[src/rtl/cap_seq_pkg.sv]
package cap_seq_pkg;
  typedef enum logic [1:0] {
    CM_CONT    = 2'd0,
    CM_NONCONT = 2'd1,
    CM_SINGLE  = 2'd2,
    CM_SINGLE2 = 2'd3
  } cap_mode_e;

  localparam int TGT_F1  = 0;
  localparam int TGT_F2  = 1;
  localparam int TGT_FRM = 2;
  localparam int NTGT    = 3;

  localparam logic [2:0] FMT_EMB = 3'd0;
  localparam logic [2:0] FMT_YC  = 3'd4;
endpackage

[src/rtl/cap_pos_trk.sv]
module cap_pos_trk #(
  parameter int PW = 12
) (
  input  logic          clk,
  input  logic          rst,
  input  logic          fld_start,
  input  logic          line_start,
  input  logic          pix_stb,
  input  logic          two_per_pix,
  input  logic [PW-1:0] xstop,
  input  logic [PW-1:0] ystop,
  output logic          at_stop
);
  localparam logic [PW-1:0] PMAX = {PW{1'b1}};

  logic [PW-1:0] xpos, ypos;
  logic          phase;

  always_ff @(posedge clk) begin
    if (rst || fld_start) begin
      xpos  <= '0;
      ypos  <= '0;
      phase <= 1'b0;
    end else if (line_start) begin
      xpos  <= '0;
      phase <= 1'b0;
      if (ypos != PMAX) ypos <= ypos + 1'b1;
    end else if (pix_stb) begin
      if (two_per_pix && !phase) begin
        phase <= 1'b1;
      end else begin
        phase <= 1'b0;
        if (xpos != PMAX) xpos <= xpos + 1'b1;
      end
    end
  end

  // last strobe of the pixel sitting on the stop coordinate
  assign at_stop = pix_stb && (xpos == xstop) && (ypos == ystop) &&
                   (!two_per_pix || phase);
endmodule

[src/rtl/cap_fld_ctl.sv]
module cap_fld_ctl
  import cap_seq_pkg::*;
(
  input  logic            clk,
  input  logic            rst,
  input  logic            run,
  input  logic            fld_start,
  input  logic            fld_id,
  input  logic            frame_mode,
  input  logic [1:0]      sel,
  input  logic [NTGT-1:0] permit,
  input  logic            pix_stb,
  input  logic            at_stop,
  output logic            take,
  output logic [NTGT-1:0] done
);
  logic armed, active, cur_f2, frm_go;
  logic arm_now, start;

  always_comb begin
    arm_now = armed | ~fld_id;
    if (frame_mode) begin
      start = fld_id ? frm_go : permit[TGT_FRM];
    end else begin
      start = arm_now && sel[fld_id] && permit[fld_id ? TGT_F2 : TGT_F1];
    end
  end

  assign take = active & pix_stb;

  always_comb begin
    done = '0;
    if (take && at_stop) begin
      if (frame_mode) done[TGT_FRM] = cur_f2;
      else if (cur_f2) done[TGT_F2] = 1'b1;
      else done[TGT_F1] = 1'b1;
    end
  end

  always_ff @(posedge clk) begin
    if (rst || !run) begin
      armed  <= 1'b0;
      active <= 1'b0;
      cur_f2 <= 1'b0;
      frm_go <= 1'b0;
    end else if (fld_start) begin
      armed  <= arm_now;
      active <= start;
      cur_f2 <= fld_id;
      frm_go <= frame_mode & ~fld_id & start;
    end else if (take && at_stop) begin
      active <= 1'b0;
    end
  end

  AST_ONE_DONE: assert property (@(posedge clk) disable iff (rst)
    $onehot0(done));
  AST_DONE_IN_FIELD: assert property (@(posedge clk) disable iff (rst)
    (|done) |-> (pix_stb && run));
endmodule

[src/rtl/cap_stat.sv]
module cap_stat
  import cap_seq_pkg::*;
(
  input  logic            clk,
  input  logic            rst,
  input  logic            run,
  input  cap_mode_e       mode,
  input  logic [NTGT-1:0] done,
  input  logic [NTGT-1:0] clr,
  input  logic            clr_cmp,
  input  logic            irq_en,
  output logic [NTGT-1:0] stat,
  output logic [NTGT-1:0] permit,
  output logic            cmp_flag,
  output logic            irq
);
  logic [NTGT-1:0] stale;
  logic            cmp_nxt;

  for (genvar k = 0; k < NTGT; k++) begin : g_tgt
    always_ff @(posedge clk) begin
      if (rst) stat[k] <= 1'b0;
      else if (done[k]) stat[k] <= 1'b1;
      else if (clr[k]) stat[k] <= 1'b0;
    end

    always_ff @(posedge clk) begin
      if (rst || !run) stale[k] <= 1'b0;
      else if (done[k] && stat[k] && mode == CM_NONCONT) stale[k] <= 1'b1;
      else if (clr[k] && !done[k]) stale[k] <= 1'b0;
    end

    always_comb begin
      unique case (mode)
        CM_CONT:    permit[k] = 1'b1;
        CM_NONCONT: permit[k] = ~stale[k];
        default:    permit[k] = ~stat[k];
      endcase
    end

    AST_STAT_SRC: assert property (@(posedge clk) disable iff (rst)
      $rose(stat[k]) |-> $past(done[k]));
  end

  assign cmp_nxt = (|done) | (cmp_flag & ~clr_cmp);

  always_ff @(posedge clk) begin
    if (rst) begin
      cmp_flag <= 1'b0;
      irq      <= 1'b0;
    end else begin
      cmp_flag <= cmp_nxt;
      irq      <= irq_en & cmp_nxt;
    end
  end

  AST_IRQ_MASK: assert property (@(posedge clk) disable iff (rst)
    irq |-> $past(irq_en));
endmodule

[src/rtl/cap_seq_top.sv]
module cap_seq_top
  import cap_seq_pkg::*;
#(
  parameter int PW = 12
) (
  input  logic          clk,
  input  logic          rst,
  input  logic          cap_en,
  input  logic [1:0]    cap_mode,
  input  logic          frame_mode,
  input  logic          sel_f1,
  input  logic          sel_f2,
  input  logic [2:0]    fmt,
  input  logic          fld_start,
  input  logic          fld_id,
  input  logic          line_start,
  input  logic          pix_stb,
  input  logic [PW-1:0] xstop,
  input  logic [PW-1:0] ystop,
  input  logic [2:0]    clr_stat,
  input  logic          clr_cmp,
  input  logic          irq_en,
  output logic          cap_gate,
  output logic [2:0]    cmp_stat,
  output logic          cmp_flag,
  output logic          cmp_irq
);
  logic            fmt_ok, two_pp, run, at_stop, take;
  logic [NTGT-1:0] done, permit;

  assign fmt_ok = (fmt == FMT_EMB) || (fmt == FMT_YC);
  assign two_pp = (fmt == FMT_EMB);
  assign run    = cap_en & fmt_ok;

  cap_pos_trk #(.PW(PW)) u_pos (
    .clk(clk), .rst(rst), .fld_start(fld_start), .line_start(line_start),
    .pix_stb(pix_stb), .two_per_pix(two_pp), .xstop(xstop), .ystop(ystop),
    .at_stop(at_stop)
  );

  cap_fld_ctl u_ctl (
    .clk(clk), .rst(rst), .run(run), .fld_start(fld_start), .fld_id(fld_id),
    .frame_mode(frame_mode), .sel({sel_f2, sel_f1}), .permit(permit),
    .pix_stb(pix_stb), .at_stop(at_stop), .take(take), .done(done)
  );

  cap_stat u_stat (
    .clk(clk), .rst(rst), .run(run), .mode(cap_mode_e'(cap_mode)),
    .done(done), .clr(clr_stat), .clr_cmp(clr_cmp), .irq_en(irq_en),
    .stat(cmp_stat), .permit(permit), .cmp_flag(cmp_flag), .irq(cmp_irq)
  );

  always_ff @(posedge clk) begin
    if (rst) cap_gate <= 1'b0;
    else     cap_gate <= take;
  end

  AST_GATE_NEEDS_EN: assert property (@(posedge clk) disable iff (rst)
    cap_gate |-> $past(cap_en));
  AST_SINGLE_HOLD: assert property (@(posedge clk) disable iff (rst)
    cap_mode[1] |-> ((done & cmp_stat) == 3'b000));
endmodule

[config.mk]
export PLATFORM = sky130hd
export DESIGN_NAME = cap_seq_top
export DESIGN_NICKNAME = d
export VERILOG_FILES = /design/src/rtl/cap_seq_pkg.sv /design/src/rtl/cap_pos_trk.sv /design/src/rtl/cap_fld_ctl.sv /design/src/rtl/cap_stat.sv /design/src/rtl/cap_seq_top.sv
export SDC_FILE = /design/constraint.sdc
export NUM_CORES = 1
export LEC_CHECK = 0
export BUFFER_PORTS_ARGS = -buffer_cell sky130_fd_sc_hd__buf_2
export CAP_MARGIN = 20
export CORE_ASPECT_RATIO = 1.1
export CORE_UTILIZATION = 47
export CTS_CLUSTER_SIZE = 24
export DETAILED_ROUTE_END_ITERATION = 7
export GPL_TIMING_DRIVEN = 1
export PLACE_DENSITY_LB_ADDON = 0.05
export SLEW_MARGIN = 30
export SYNTH_ARGS = -nofsm -noshare
export SYNTH_HDL_FRONTEND = slang
export SYNTH_SLANG_ARGS = --single-unit
[constraint.sdc]
create_clock -name clk -period 2.45 [get_ports clk]
set_input_delay 0.3675 -clock clk [delete_from_list [all_inputs] [get_ports clk]]
set_output_delay 0.3675 -clock clk [all_outputs]
set_load 0.005 [all_outputs]
; Word level (Yosys, flattened, before mapping)
; Cells that the tools add are included.
[op_classes]
n_addsub = 2
n_lt_le_gt_ge = 2
n_eq_ne = 6
muxes = 31
n_bitwise = 17
reduce_logical = 39
[op_table]
columns = cell, n
row1 = $lt 32x4->1 const B, 1
row2 = $mux 1, 25
row3 = $add 12x1->12 const B, 2
row4 = $eq 12x12->1, 2
row5 = $ne 12x12->1 const B, 2
row6 = $logic_and 1x1->1, 16
row7 = $reduce_bool 2->1, 7
row8 = $not 1->1, 9
row9 = $and 1x1->1, 6
row10 = $logic_not 1->1, 6
row11 = $pmux 1 s2, 3
row12 = $logic_or 1x1->1, 4
row13 = $eq 3x3->1 const B, 1
row14 = $logic_not 3->1, 1
row15 = $mux 3, 1
row16 = $reduce_and 3->1, 1
row17 = $reduce_or 3->1, 1
row18 = $bmux 1 s2, 1
row19 = $eq 2x1->1 const B, 1
row20 = $logic_not 2->1, 1
row21 = $lt 1x2->1 const B, 1
row22 = $mux 2, 1
row23 = $or 1x1->1, 2
row24 = $reduce_and 2->1, 1
row25 = $reduce_or 2->1, 1
[word_totals]
regBits = 38
in_bits = 44
output_inout_bits = 6
elab_cells = 113

; Logic depth before layout (Yosys ltp)
; Gate-level depths: netlist (run 1).
[logic_depth]
word_depth = 10
mapped_depth = 6
ltp_nobuf = 6

; Hierarchy
; From an unflattened synthesis (run 1), not the netlist that was laid out.
[hier_totals]
cells_unflattened = 252
hier_area_um2 = 2117.0
[by_module_without_submodules]
columns = mod, instances, cells_each, area_per_inst_um2, seq_area_each_um2
row1 = cap_pos_trk, 1, 181, 1527.7, 500.5
row2 = cap_stat, 1, 41, 326.6, 160.2
row3 = cap_fld_ctl, 1, 26, 214.0, 80.1
row4 = cap_seq_top, 1, 4, 48.8, 20.0

; Least setup slack after synthesis (run 1)
; Ideal clock, no wire load.
[synth_path]
path_kind = input port to flip-flop
from = input fmt[1]
to = register u_pos.xpos[3]
setup_ps = 128
arrival_time_ps = 1532
required_time_ps = 2322
path_slack_ps = 790
stages = 5
n_path_buf = 0
path_cell_list = o41ai_1 -> a41oi_2 -> nand4_1 -> xor2_1 -> nor2_1
[synth_via]
elab_chain_len = 4
[synth_lines]
columns = item, line
row1 = from (decl), cap_seq_top.sv:13  ; input logic [2:0] fmt,
row2 = $logic_not 3->1, cap_seq_top.sv:32  ; assign two_pp = (fmt == FMT_EMB);
row3 = $logic_and 1x1->1, cap_pos_trk.sv:29  ; if (two_per_pix && !phase) begin
row4 = $not 1->1 (no source line), n/a
row5 = $reduce_and 3->1 (no source line), n/a
row6 = to (signal assigned), cap_pos_trk.sv:33  ; if (xpos != PMAX) xpos <= xpos + 1'b1;
row7 = to (decl), cap_pos_trk.sv:16  ; logic [PW-1:0] xpos, ypos;
; Every way passes these cells.
; A chain may end at the register's enable or synchronous reset.

; Final worst setup path (run 1)
[layout_path]
from = register u_pos.ypos[0]
to = register u_pos.ypos[6]
[layout_via]
elab_chain_len = 2
elab_cells_between_ends = 3
cone_classes = add/sub (1) / eq/ne (1) / reduce/logical (1)
[layout_lines]
columns = item, line
row1 = from (decl), cap_pos_trk.sv:16
row2 = from (signal assigned), cap_pos_trk.sv:27  ; if (ypos != PMAX) ypos <= ypos + 1'b1;
row3 = branches (longest 2 deep; another with $add 12x1->12), n/a
; Parallel ways; which one is timed is not known.

==> PnR_summary.wiki, run 1 <==
{| class="wikitable"
! Metric !! Value
|-
| Outcome || finished clean
|-
| Final weighted congestion in routability-driven placement || approximately 0.9
|-
| Mux contribution to synthesized area || 0.0142
|-
| Total power density per cell area || approximately 470 mW/mm2
|-
| DR vias/cell || 5.43
|-
| Total number of vias || between 1500 and 2000
|-
| Number of buffers added on ports || between 40 and 50
|-
| Setup Total Neg Slack || 0 ps
|-
| Number of storage elements in the synthesis netlist || 38
|-
| Die X-Extent || about 66 um
|-
| Max Transition Viols Final || 0
|-
| Multi-input logic area || 0.00129 mm2
|-
| Clock Root Buffer || sky130_fd_sc_hd__clkbuf_8
|-
| Total global routing track utilization || 0.220
|-
| Setup repair after global routing missed its margin || false
|-
| Adder and majority cell fraction of the synthesized area || 0.0118
|-
| Initial antenna violation count || 0
|-
| Die Area || approximately 0.0048 mm2
|-
| Setup slack at placement || around 530 ps
|-
| Ys Warns || 0
|-
| Critical Path RT || between 2000 and 3000 ps
|-
| Final HPWL from detailed placement || between 3 and 4 mm
|-
| Clock latency on the worst-skew pair || between 200 and 300 ps
|-
| Kind of cell adding the most delay to the critical path || compound AO/OA/AOI/OAI gates
|-
| CTS tree || yes
|-
| Max transition margin || 0.605
|-
| Layout cell share with drive strength beyond 1 || 0.215
|-
| Max-capacitance violation count || 0
|-
| R2R depth || 6
|-
| Synth Area per Inst || 8.45 um2
|-
| Maximum count of clock buffers along a single path || 2
|-
| Total clock buffers created by CTS || 5
|-
| Final clock skew || 3.32 ps
|-
| Layout overhead on the synthesized area || 18.2%
|-
| Core box area || 0.00432 mm2
|-
| Post-route DRC violation count || 0
|-
| Worst-Margin Slew || 590 ps
|-
| Largest net degree at the start of global routing || 14
|-
| CP max FO || 9
|-
| Number of distinct library cell variants in the gate-level netlist after synthesis || 45
|-
| Filler cell count in the final layout || between 400 and 500
|-
| Y dimension of the die || 72.3 um
|-
| Post-synthesis compound-gate area fraction || 0.130
|-
| Antenna fix cells || 0
|-
| Total wire length after detailed routing || between 4 and 5 mm
|-
| Main combinational cell family by area after synthesis || simple AND/OR/NAND/NOR gates
|-
| Path type of the worst min-delay path || input pin to register
|-
| Dominant synthesized flop cell || sky130_fd_sc_hd__dfxtp_1
|-
| Final period utilization || 0.768
|-
| Crit-path slowest cell || sky130_fd_sc_hd__o41ai_4
|-
| Worst endpoint data arrival time || just over 2000 ps
|-
| Maximum vdd drop || between 0.2 and 0.3 mV
|-
| Cells taking the most area after synthesis || sky130_fd_sc_hd__dfxtp_1 36%, sky130_fd_sc_hd__xnor2_1 8.3%, sky130_fd_sc_hd__xor2_1 8.3%
|-
| Post-CTS setup-driven buffer insertion count || 0
|-
| Sequential element share of the synthesized area || 0.360
|-
| H-Tree Level Count || 2
|-
| Total of hold buffers inserted after clock tree synthesis || 0
|-
| Cells traversed along the worst timing path || ha_1 -> nand4_1 -> o41ai_4 -> nor3_1 -> xnor2_1 -> nor2_1
|-
| Vias in the first global route || 1752
|-
| FF/Latch Area || 761 um2
|-
| Delay of the slowest cell on the worst path || 530 ps
|-
| Kind of critical path || register to register
|-
| Routed wire length per instance || between 10 and 15 um
|-
| Final Hold Violating Endpoints || 0
|-
| Biggest area consumer among synthesized cells || sky130_fd_sc_hd__dfxtp_1
|-
| Post_cts resized || 0
|-
| Beginning of the critical path || u_pos.ypos[0]
|-
| Endpoint of the most critical setup path || u_pos.ypos[6]
|-
| Final standard cell count with taps included and fillers excluded || 356
|-
| Number of placed instances with taps included || between 300 and 400
|-
| Post-synthesis net count || slightly below 300
|-
| Number of placement rows || 25
|-
| Cells after Synth || between 200 and 300
|-
| Clock-pin slew of the registers on the worst-case setup and hold paths || around 70 ps
|-
| Simple-gate portion of the synthesized area || 0.288
|-
| Fin worst setup slack || ~570 ps
|-
| Post-synth top area share || 0.360
|-
| Antenna viol nets, final || 0
|-
| Total number of cells along the worst setup path || 6
|-
| Fraction of registers with async set/reset || 0
|-
| Max Fclk || 532 MHz
|-
| GR Overflow Total || 0
|-
| Clock period minus worst slack || 1880 ps
|-
| Kind of start point of the critical path || register
|-
| Detailed-router iteration count before antenna repair || 4
|-
| FF-to-FF Start || u_pos.ypos[0]
|-
| Net count of the finished layout || ~350
|-
| Post-synthesis xor/xnor area fraction || 0.166
|-
| Initial detailed-routing violation count || 136
|-
| Most used standard cells in the synthesized netlist || 38 x sky130_fd_sc_hd__dfxtp_1, 30 x sky130_fd_sc_hd__nor2_1, 20 x sky130_fd_sc_hd__xnor2_1, 20 x sky130_fd_sc_hd__xor2_1, 17 x sky130_fd_sc_hd__nand2_1
|-
| Internal reg-to-reg setup slack || 570 ps
|-
| Finished Core Util || 0.579
|-
| Leading cell type by number of instances after synthesis || sky130_fd_sc_hd__dfxtp_1
|-
| Count of flip-flops with a built-in enable after synthesis || 0
|-
| Number of setup violations in the final report || 0
|-
| Number of I/O pins || 50
|-
| Clk sinks || 38
|-
| Starting Density || 0.490
|-
| Reg-to-Reg End || u_pos.ypos[6]
|-
| Number of buffer and inverter stages on the critical path || 0
|-
| Cell area after technology mapping || roughly 0.0021 mm2
|-
| Leakage || between 0.8 and 0.9 nW
|-
| Kind of end point of the critical path || register
|-
| Wire length of the first global-routing pass || 7.92 mm
|}
-- layer usage --
metal / track usage / part of all wire / up-vias
met5: 0 / 0 / -
met4: 0.0686 / 0.012 / 0
met3: 0.0535 / 0.044 / 6
met2: 0.364 / 0.47 / 43
met1: 0.279 / 0.48 / 882
li1: - / - / 1002
-- placed cells by master (no fill, tap or decap), types with 2 or more instances in the layout --
| cell | synthesis | routed |
|---|---|---|
| sky130_fd_sc_hd__nand2b_1 | 4 | 4 |
| sky130_fd_sc_hd__nand2_1 | 17 | 17 |
| sky130_fd_sc_hd__nand4_1 | 13 | 13 |
| sky130_fd_sc_hd__xor2_1 | 20 | 20 |
| sky130_fd_sc_hd__nor3b_1 | 3 | 3 |
| sky130_fd_sc_hd__o21ai_0 | 5 | 5 |
| sky130_fd_sc_hd__nand3b_1 | 2 | 2 |
| sky130_fd_sc_hd__xnor2_1 | 20 | 20 |
| sky130_fd_sc_hd__nor3_1 | 8 | 8 |
| sky130_fd_sc_hd__clkbuf_8 | 0 | 6 |
| sky130_fd_sc_hd__buf_2 | 2 | 49 |
| sky130_fd_sc_hd__a21oi_1 | 9 | 9 |
| sky130_fd_sc_hd__a221oi_1 | 2 | 2 |
| sky130_fd_sc_hd__dfxtp_1 | 38 | 38 |
| sky130_fd_sc_hd__nand3_1 | 12 | 12 |
| sky130_fd_sc_hd__o21a_1 | 2 | 2 |
| sky130_fd_sc_hd__o31ai_1 | 2 | 2 |
| sky130_fd_sc_hd__ha_1 | 2 | 2 |
| sky130_fd_sc_hd__inv_1 | 10 | 10 |
| sky130_fd_sc_hd__a31oi_1 | 3 | 3 |
| sky130_fd_sc_hd__nor4_1 | 10 | 10 |
| sky130_fd_sc_hd__or3_1 | 5 | 5 |
| sky130_fd_sc_hd__mux2i_1 | 3 | 3 |
| sky130_fd_sc_hd__or2_2 | 2 | 2 |
| sky130_fd_sc_hd__and3_1 | 2 | 2 |
| sky130_fd_sc_hd__o32ai_1 | 3 | 3 |
| sky130_fd_sc_hd__nor2_1 | 30 | 30 |
-- registers in the layout, indices dropped and copies added, names as in the netlist --
register	flops
cap_gate	1
u_stat.cmp_flag	1
u_pos.xpos	12
u_ctl.active	1
u_ctl.frm_go	1
u_pos.ypos	12
u_pos.phase	1
u_stat.stale	3
u_ctl.cur_f2	1
u_stat.irq	1
u_ctl.armed	1
u_stat.stat	3
-- area by class of cell --
cell class	instances	share of cell area
clock buffers	7	0.0346
multi-input cells	196	0.516
clock inverters	1	0.00200
flip-flops and latches	38	0.304
inverters	10	0.0150
repair buffers	50	0.101
well taps	54	0.0270
-- power by group --
group / switching [mW] / internal, mW / leakage, nW
Clock: 0.208 / 0.227 / 0.0482
Combinational: 0.0666 / 0.0560 / 0.545
Sequential: 0.00307 / 0.620 / 0.306
-- cells by family after synthesis --
| family | count (synthesis) |
|---|---|
| AOI/OAI and AO/OA | 35 |
| xor gates and xnor gates | 40 |
| adders and majority gates | 2 |
| buffers and inverters | 16 |
| DFF | 38 |
| muxes | 3 |
| and+or+nand+nor | 116 |
-- worst min-delay path by stage --
stage                  from         endpoint  slack (ps)  cells after the start
4_1_cts         clr_stat[1]  u_stat.stale[1]         290                      2
3_5_place_dp   u_ctl.frm_go     u_ctl.frm_go         460                      2
5_1_grt         clr_stat[0]  u_stat.stale[0]         290                      2
2_1_floorplan   u_ctl.armed      u_ctl.armed         440                      2
3_3_place_gp   u_ctl.frm_go     u_ctl.frm_go         450                      2
6_report        clr_stat[1]  u_stat.stale[1]         300                      2
-- metrics by stage --
step,hold slack [ps],power (mW),instance area [um2]
final,298,1.18,2500
after global placement,454,0.759,2410
after detailed placement,456,0.759,2410
after CTS,289,1.20,2500
after floorplan,438,0.696,2110
after global routing,294,1.24,2500
(Power assumes the default switching activity.)
==> inputs of run 2 (changes only) <==
==> constraint.sdc (replaced) <==
create_clock -name clk -period 1.5 [get_ports clk]
set_input_delay 0.225 -clock clk [delete_from_list [all_inputs] [get_ports clk]]
set_output_delay 0.225 -clock clk [all_outputs]
set_load 0.005 [all_outputs]
==> run 2 against run 1 <==
Clock skew up 1.4 ps. The run now ends with negative setup slack left. Via count is 13% higher. Critical path type unchanged. Largest power group unchanged. Highest routed layer unchanged. Flip-flop and latch count stayed put.
==> PnR_summary.wiki, run 2 (synthesis results as in run 1) <==
{| class="wikitable"
! Metric !! Value
|-
| Post-route DRC violation count || 0
|-
| Number of I/O pins || 50
|-
| Final Hold Slack || 154 ps
|-
| Maximum vdd drop || 0.648 mV
|-
| Total Power || just under 2 mW
|-
| Kind of critical path || register to register
|-
| Die X-Extent || about 66 um
|-
| Cell area reported after detailed placement || 0.00282 mm2
|-
| Final Hold Violating Endpoints || 0
|-
| Multi-input logic area || 0.00157 mm2
|-
| Filler cell count in the final layout || between 300 and 400
|-
| Delay of the slowest cell on the worst path || 400 ps
|-
| Area of all placed cells without fillers || around 0.0032 mm2
|-
| Kind of cell adding the most delay to the critical path || simple AND/OR/NAND/NOR gates
|-
| Vias in the first global route || between 2000 and 2500
|-
| Total number of vias || around 2200
|-
| Clock Root Buffer || sky130_fd_sc_hd__clkbuf_8
|-
| Violations in the final reports || negative setup slack
|-
| GR Overflow Total || 0
|-
| CP max FO || 4
|-
| Fin worst setup slack || -21.2 ps
|-
| H-Tree Level Count || 2
|-
| Y dimension of the die || 72.3 um
|-
| Layout overhead on the synthesized area || 52.6%
|-
| Initial detailed-routing violation count || 193
|-
| Max transition margin || 0.729
|-
| Path type of the worst min-delay path || input pin to register
|-
| Layout cell share with drive strength beyond 1 || 0.466
|-
| Clk sinks || 38
|-
| FF/Latch Area || between 700 and 800 um2
|-
| Worst-Margin Slew || 404 ps
|-
| Worst endpoint data arrival time || about 1700 ps
|-
| Top Registers || u_pos.xpos x12, u_pos.ypos x12
|-
| Clock-pin slew of the registers on the worst-case setup and hold paths || 70 ps
|-
| Clock period minus worst slack || between 1500 and 2000 ps
|-
| Antenna viol nets, final || 0
|-
| Starting Density || 0.490
|-
| Number of setup violations in the final report || 9
|-
| Setup repair after global routing missed its margin || true
|-
| Largest net degree at the start of global routing || 14
|-
| Most common cell after layout, fill and taps aside || sky130_fd_sc_hd__buf_2
|-
| Number of buffers added on ports || 49
|-
| Critical Path RT || around 1700 ps
|-
| Core box area || around 0.0043 mm2
|-
| Crit-path slowest cell || sky130_fd_sc_hd__dfxtp_4
|-
| Max Fclk || between 600 and 700 MHz
|-
| Total power density per cell area || between 600 and 700 mW/mm2
|-
| Detailed-router iteration count before antenna repair || 4
|-
| CTS tree || yes
|-
| Outcome || finished, violations left
|-
| Die Area || ~0.0048 mm2
|-
| DR vias/cell || around 5.4
|-
| Net count of the finished layout || approximately 400
|-
| Kind of start point of the critical path || register
|-
| Clock latency on the worst-skew pair || ~290 ps
|-
| Kind of end point of the critical path || register
|-
| Number of placement rows || 25
|-
| Maximum count of clock buffers along a single path || 2
|-
| Most frequent cells in the layout || 49 x sky130_fd_sc_hd__buf_2, 46 x sky130_fd_sc_hd__buf_4, 29 x sky130_fd_sc_hd__nor2_1
|-
| Final standard cell count with taps included and fillers excluded || between 400 and 500
|-
| Final HPWL from detailed placement || around 4.2 mm
|-
| Routed wire length per instance || approximately 14 um
|-
| Max-capacitance violation count || 0
|-
| Max Transition Viols Final || 0
|-
| Number of buffer and inverter stages on the critical path || 0
|-
| Total clock buffers created by CTS || 5
|-
| Leakage || around 1.2 nW
|-
| Antenna fix cells || 0
|-
| Cells traversed along the worst timing path || nand3_4 -> or3_4 -> nor4_4 -> xnor2_1 -> nor2_1
|-
| Initial antenna violation count || 0
|-
| Final weighted congestion in routability-driven placement || around 0.96
|-
| Final clock skew || between 4 and 5 ps
|-
| Number of placed instances with taps included || just under 400
|-
| Total wire length after detailed routing || about 5.7 mm
|-
| Wire length of the first global-routing pass || 9.09 mm
|-
| Final period utilization || 1.01
|-
| Total global routing track utilization || 0.254
|-
| Total of hold buffers inserted after clock tree synthesis || 0
|}
-- run 2: changes by cell type in the layout (fill, tap and decap cells not counted), sizes merged --
cell	change
clkinv	-1
clkbuf	+1
buf	+52
-- run 2: metal layers --
layer	up-vias	wire length (um)	global-route usage	part of all wire
li1	1113	-	-	-
met1	1007	2470	0.317	0.43
met2	53	2830	0.410	0.50
met3	13	263	0.0597	0.046
met4	0	142	0.116	0.025
met5	-	0	0	0
-- run 2: metrics by stage --
| step | setup TNS, ps | setup slack [ps] | utilization |
|---|---|---|---|
| floorplan | -61.5 | -24.8 | - |
| global placement | -973 | -131 | 0.654 |
| detailed placement | -1240 | -159 | 0.654 |
| CTS | -255 | -46.9 | 0.712 |
| global route | -1510 | -127 | 0.747 |
| finish | -72.9 | -21.2 | 0.747 |
-- run 2: path summary, 6_finish.rpt --
check,startpoint,slack (ps),endpoint,depth (start not counted)
worst min register to register,u_ctl.frm_go,460,u_ctl.frm_go,2
worst min-delay path,clr_stat[1],150,u_stat.stale[1],2
worst max register to register,u_pos.ypos[4],-20,u_pos.ypos[9],5
worst max-delay path,u_pos.ypos[4],-20,u_pos.ypos[9],5
-- run 2: cell type report --
| type | instances | area share |
|---|---|---|
| tap | 54 | 0.0209 |
| multi-input combinational | 196 | 0.486 |
| inverter | 10 | 0.0116 |
| sequential | 38 | 0.246 |
| timing repair buffer | 102 | 0.210 |
| clock buffer | 8 | 0.0248 |
-- run 2: repair_timing --
| action | CTS | global route |
|---|---|---|
| setup endpoints to repair | 26 | 29 |
| setup buffers | 3 | 1 |
| hold endpoints to repair | 0 | 0 |
| pin swaps | 8 | 15 |
| cloned | 0 | 0 |
| resized for setup | 31 | 33 |
-- run 2: power breakdown --
group          internal [mW]  switching (mW)  leakage, nW
logic                  0.150           0.134        0.885
clock network          0.331           0.355       0.0395
registers               1.00         0.00550        0.316
total                   1.49           0.495         1.24
==> inputs of run 3 (changes only) <==
==> constraint.sdc (replaced) <==
create_clock -name clk -period 1.57 [get_ports clk]
set_input_delay 0.2355 -clock clk [delete_from_list [all_inputs] [get_ports clk]]
set_output_delay 0.2355 -clock clk [all_outputs]
set_load 0.005 [all_outputs]
==> run 3 against run 2 <==
The flow now finishes without violations. Clock-buffer cell count fell by 1. Worst hold slack gained 11 ps. Critical path depth up 2. Sequential share of layout area increased by 0.13 points. Global-route usage fell by 0.80 points. Sequential power shrank 4%. Combinational power fell by 6%. Via count decreased by 0.55%. Register-to-register slack improved by 40 ps. Highest routed layer unchanged. Total power decreased by 2.8%. Fmax fell by 2.2%. Flip-flop and latch count is the same.
==> PnR_summary.wiki, run 3 (synthesis results as in run 1) <==
{| class="wikitable"
! Metric !! Value
|-
| Setup slack at placement || -106 ps
|-
| Post-route DRC violation count || 0
|-
| Maximum count of clock buffers along a single path || 2
|-
| Setup repair after global routing missed its margin || true
|-
| Total wire length after detailed routing || around 5.9 mm
|-
| CTS tree || yes
|-
| Final Hold Slack || ~160 ps
|-
| Most frequent cells in the layout || 50 x sky130_fd_sc_hd__buf_2, 39 x sky130_fd_sc_hd__buf_4, 29 x sky130_fd_sc_hd__nor2_1
|-
| Worst endpoint data arrival time || about 1700 ps
|-
| DR vias/cell || 5.42
|-
| Number of I/O pins || 50
|-
| Max-capacitance violation count || 0
|-
| Kind of end point of the critical path || register
|-
| Layout overhead on the synthesized area || 50.9%
|-
| Clock-pin slew of the registers on the worst-case setup and hold paths || approximately 80 ps
|-
| Total power density per cell area || between 600 and 700 mW/mm2
|-
| Core box area || 0.00432 mm2
|-
| Max Transition Viols Final || 0
|-
| Antenna viol nets, final || 0
|-
| Total clock buffers created by CTS || 5
|-
| Clock Root Buffer || sky130_fd_sc_hd__clkbuf_8
|-
| GR Overflow Total || 0
|-
| Reg-to-Reg End || u_pos.ypos[5]
|-
| Met1 track demand over resource || 0.300
|-
| Met3 track demand over resource in global routing || 0.0377
|-
| Internal reg-to-reg setup slack || between 10 and 15 ps
|-
| Setup Total Neg Slack || 0 ps
|-
| Vias in the first global route || approximately 2000
|-
| Final HPWL from detailed placement || 4.28 mm
|-
| Initial detailed-routing violation count || 103
|-
| Final weighted congestion in routability-driven placement || slightly above 0.9
|-
| Worst-Margin Slew || 423 ps
|-
| Sink of the worst hold path || u_stat.stale[0]
|-
| Net count of the finished layout || 392
|-
| Post-CTS setup-driven buffer insertion count || 0
|-
| Leakage || 1.22 nW
|-
| Clock period minus worst slack || ~1600 ps
|-
| Path type of the worst min-delay path || input pin to register
|-
| Layout cell share with drive strength beyond 1 || 0.461
|-
| Max Fclk || roughly 640 MHz
|-
| Total number of vias || approximately 2200
|-
| Maximum vdd drop || approximately 0.53 mV
|-
| Initial antenna violation count || 0
|-
| Kind of start point of the critical path || register
|-
| CP max FO || 5
|-
| Largest net degree at the start of global routing || 13
|-
| Hold depth || 2
|-
| Start point of the worst min-delay path || clr_stat[0]
|-
| M2 GR Usage || 0.433
|-
| Antenna fix cells || 0
|-
| Number of setup violations in the final report || 0
|-
| Die X-Extent || about 66 um
|-
| Routed wire length per instance || 14.7 um
|-
| Y dimension of the die || ~72 um
|-
| Max transition margin || 0.716
|-
| Kind of critical path || register to register
|-
| Total of hold buffers inserted after clock tree synthesis || 0
|-
| Most used routing layer in global routing || met2
|-
| Detailed-router iteration count before antenna repair || 4
|-
| Clock latency on the worst-skew pair || between 200 and 300 ps
|-
| FF-to-FF Start || u_pos.ypos[0]
|-
| Fin worst setup slack || 14.4 ps
|-
| Die Area || 0.00477 mm2
|-
| Number of buffers added on ports || between 40 and 50
|-
| Critical Path RT || between 1500 and 2000 ps
|-
| Final clock skew || 11.0 ps
|-
| Wire length of the first global-routing pass || approximately 9 mm
|-
| Filler cell count in the final layout || between 300 and 400
|-
| Final period utilization || 0.991
|-
| Top Registers || u_pos.xpos x12, u_pos.ypos x12
|-
| Outcome || finished clean
|-
| Total Power || ~1.9 mW
|-
| Number of placement rows || 25
|-
| Final Hold Violating Endpoints || 0
|-
| Starting Density || 0.490
|-
| R2R depth || 7
|-
| Total global routing track utilization || 0.246
|-
| Most common cell after layout, fill and taps aside || sky130_fd_sc_hd__buf_2
|-
| Clk sinks || 38
|-
| H-Tree Level Count || 2
|}
-- run 3: report_power, final --
part / switching, mW / internal (mW) / leakage [nW]
registers: 0.00501 / 0.961 / 0.314
logic: 0.132 / 0.136 / 0.861
clock network: 0.336 / 0.355 / 0.0482
total: 0.473 / 1.45 / 1.22
-- run 3: routing by layer --
| metal | share of wire | wire length (um) | up-vias |
|---|---|---|---|
| li1 | - | - | 1100 |
| met1 | 0.45 | 2620 | 1010 |
| met2 | 0.50 | 2950 | 58 |
| met3 | 0.038 | 226 | 6 |
| met4 | 0.015 | 89 | 0 |
| met5 | 0 | 0 | - |
-- run 3: timing repair --
item | CTS | global route
setup endpoints to repair | 8 | 29
pin swaps | 1 | 19
cloned | 0 | 1
gates resized for setup | 12 | 54
-- run 3: cell type report --
| type | count | area, um2 | area share |
|---|---|---|---|
| Multi-Input combinational cell | 196 | 1580 | 0.497 |
| Sequential cell | 38 | 788 | 0.247 |
| Timing Repair Buffer | 95 | 619 | 0.194 |
| Clock buffer | 7 | 86.3 | 0.0271 |
| Tap cell | 54 | 67.6 | 0.0212 |
| Inverter | 10 | 37.5 | 0.0118 |
| Clock inverter | 1 | 5.00 | 0.00157 |
-- run 3: worst max-delay path by stage --
stage,slack (ps),to,cells past startpoint,from
finish,10,u_pos.ypos[5],7,u_pos.ypos[0]
global route,-110,u_stat.stat[2],7,u_pos.xpos[0]
detailed placement,-110,u_stat.stale[1],5,fmt[1]
CTS,1,u_pos.ypos[9],5,u_pos.ypos[6]
global placement,-50,u_stat.stale[2],5,fmt[1]
floorplan,10,u_pos.ypos[6],6,u_pos.ypos[1]
-- run 3: per-stage QoR --
step,util,cells,area [um2]
2_1_floorplan,-,250,2120
3_3_place_gp,0.640,392,2760
3_5_place_dp,0.640,392,2760
4_1_cts,0.679,400,2930
5_1_grt,0.739,401,3190
6_report,0.739,401,3190
-- run 3: critical path, stage by stage, from the launching register on --
cell and delay (ps):
sky130_fd_sc_hd__dfxtp_4 380, sky130_fd_sc_hd__ha_4 150, sky130_fd_sc_hd__nand4_1 160, sky130_fd_sc_hd__o41ai_4 300
sky130_fd_sc_hd__buf_6 190, sky130_fd_sc_hd__nor3_2 50, sky130_fd_sc_hd__xnor2_1 170, sky130_fd_sc_hd__nor2_1 50
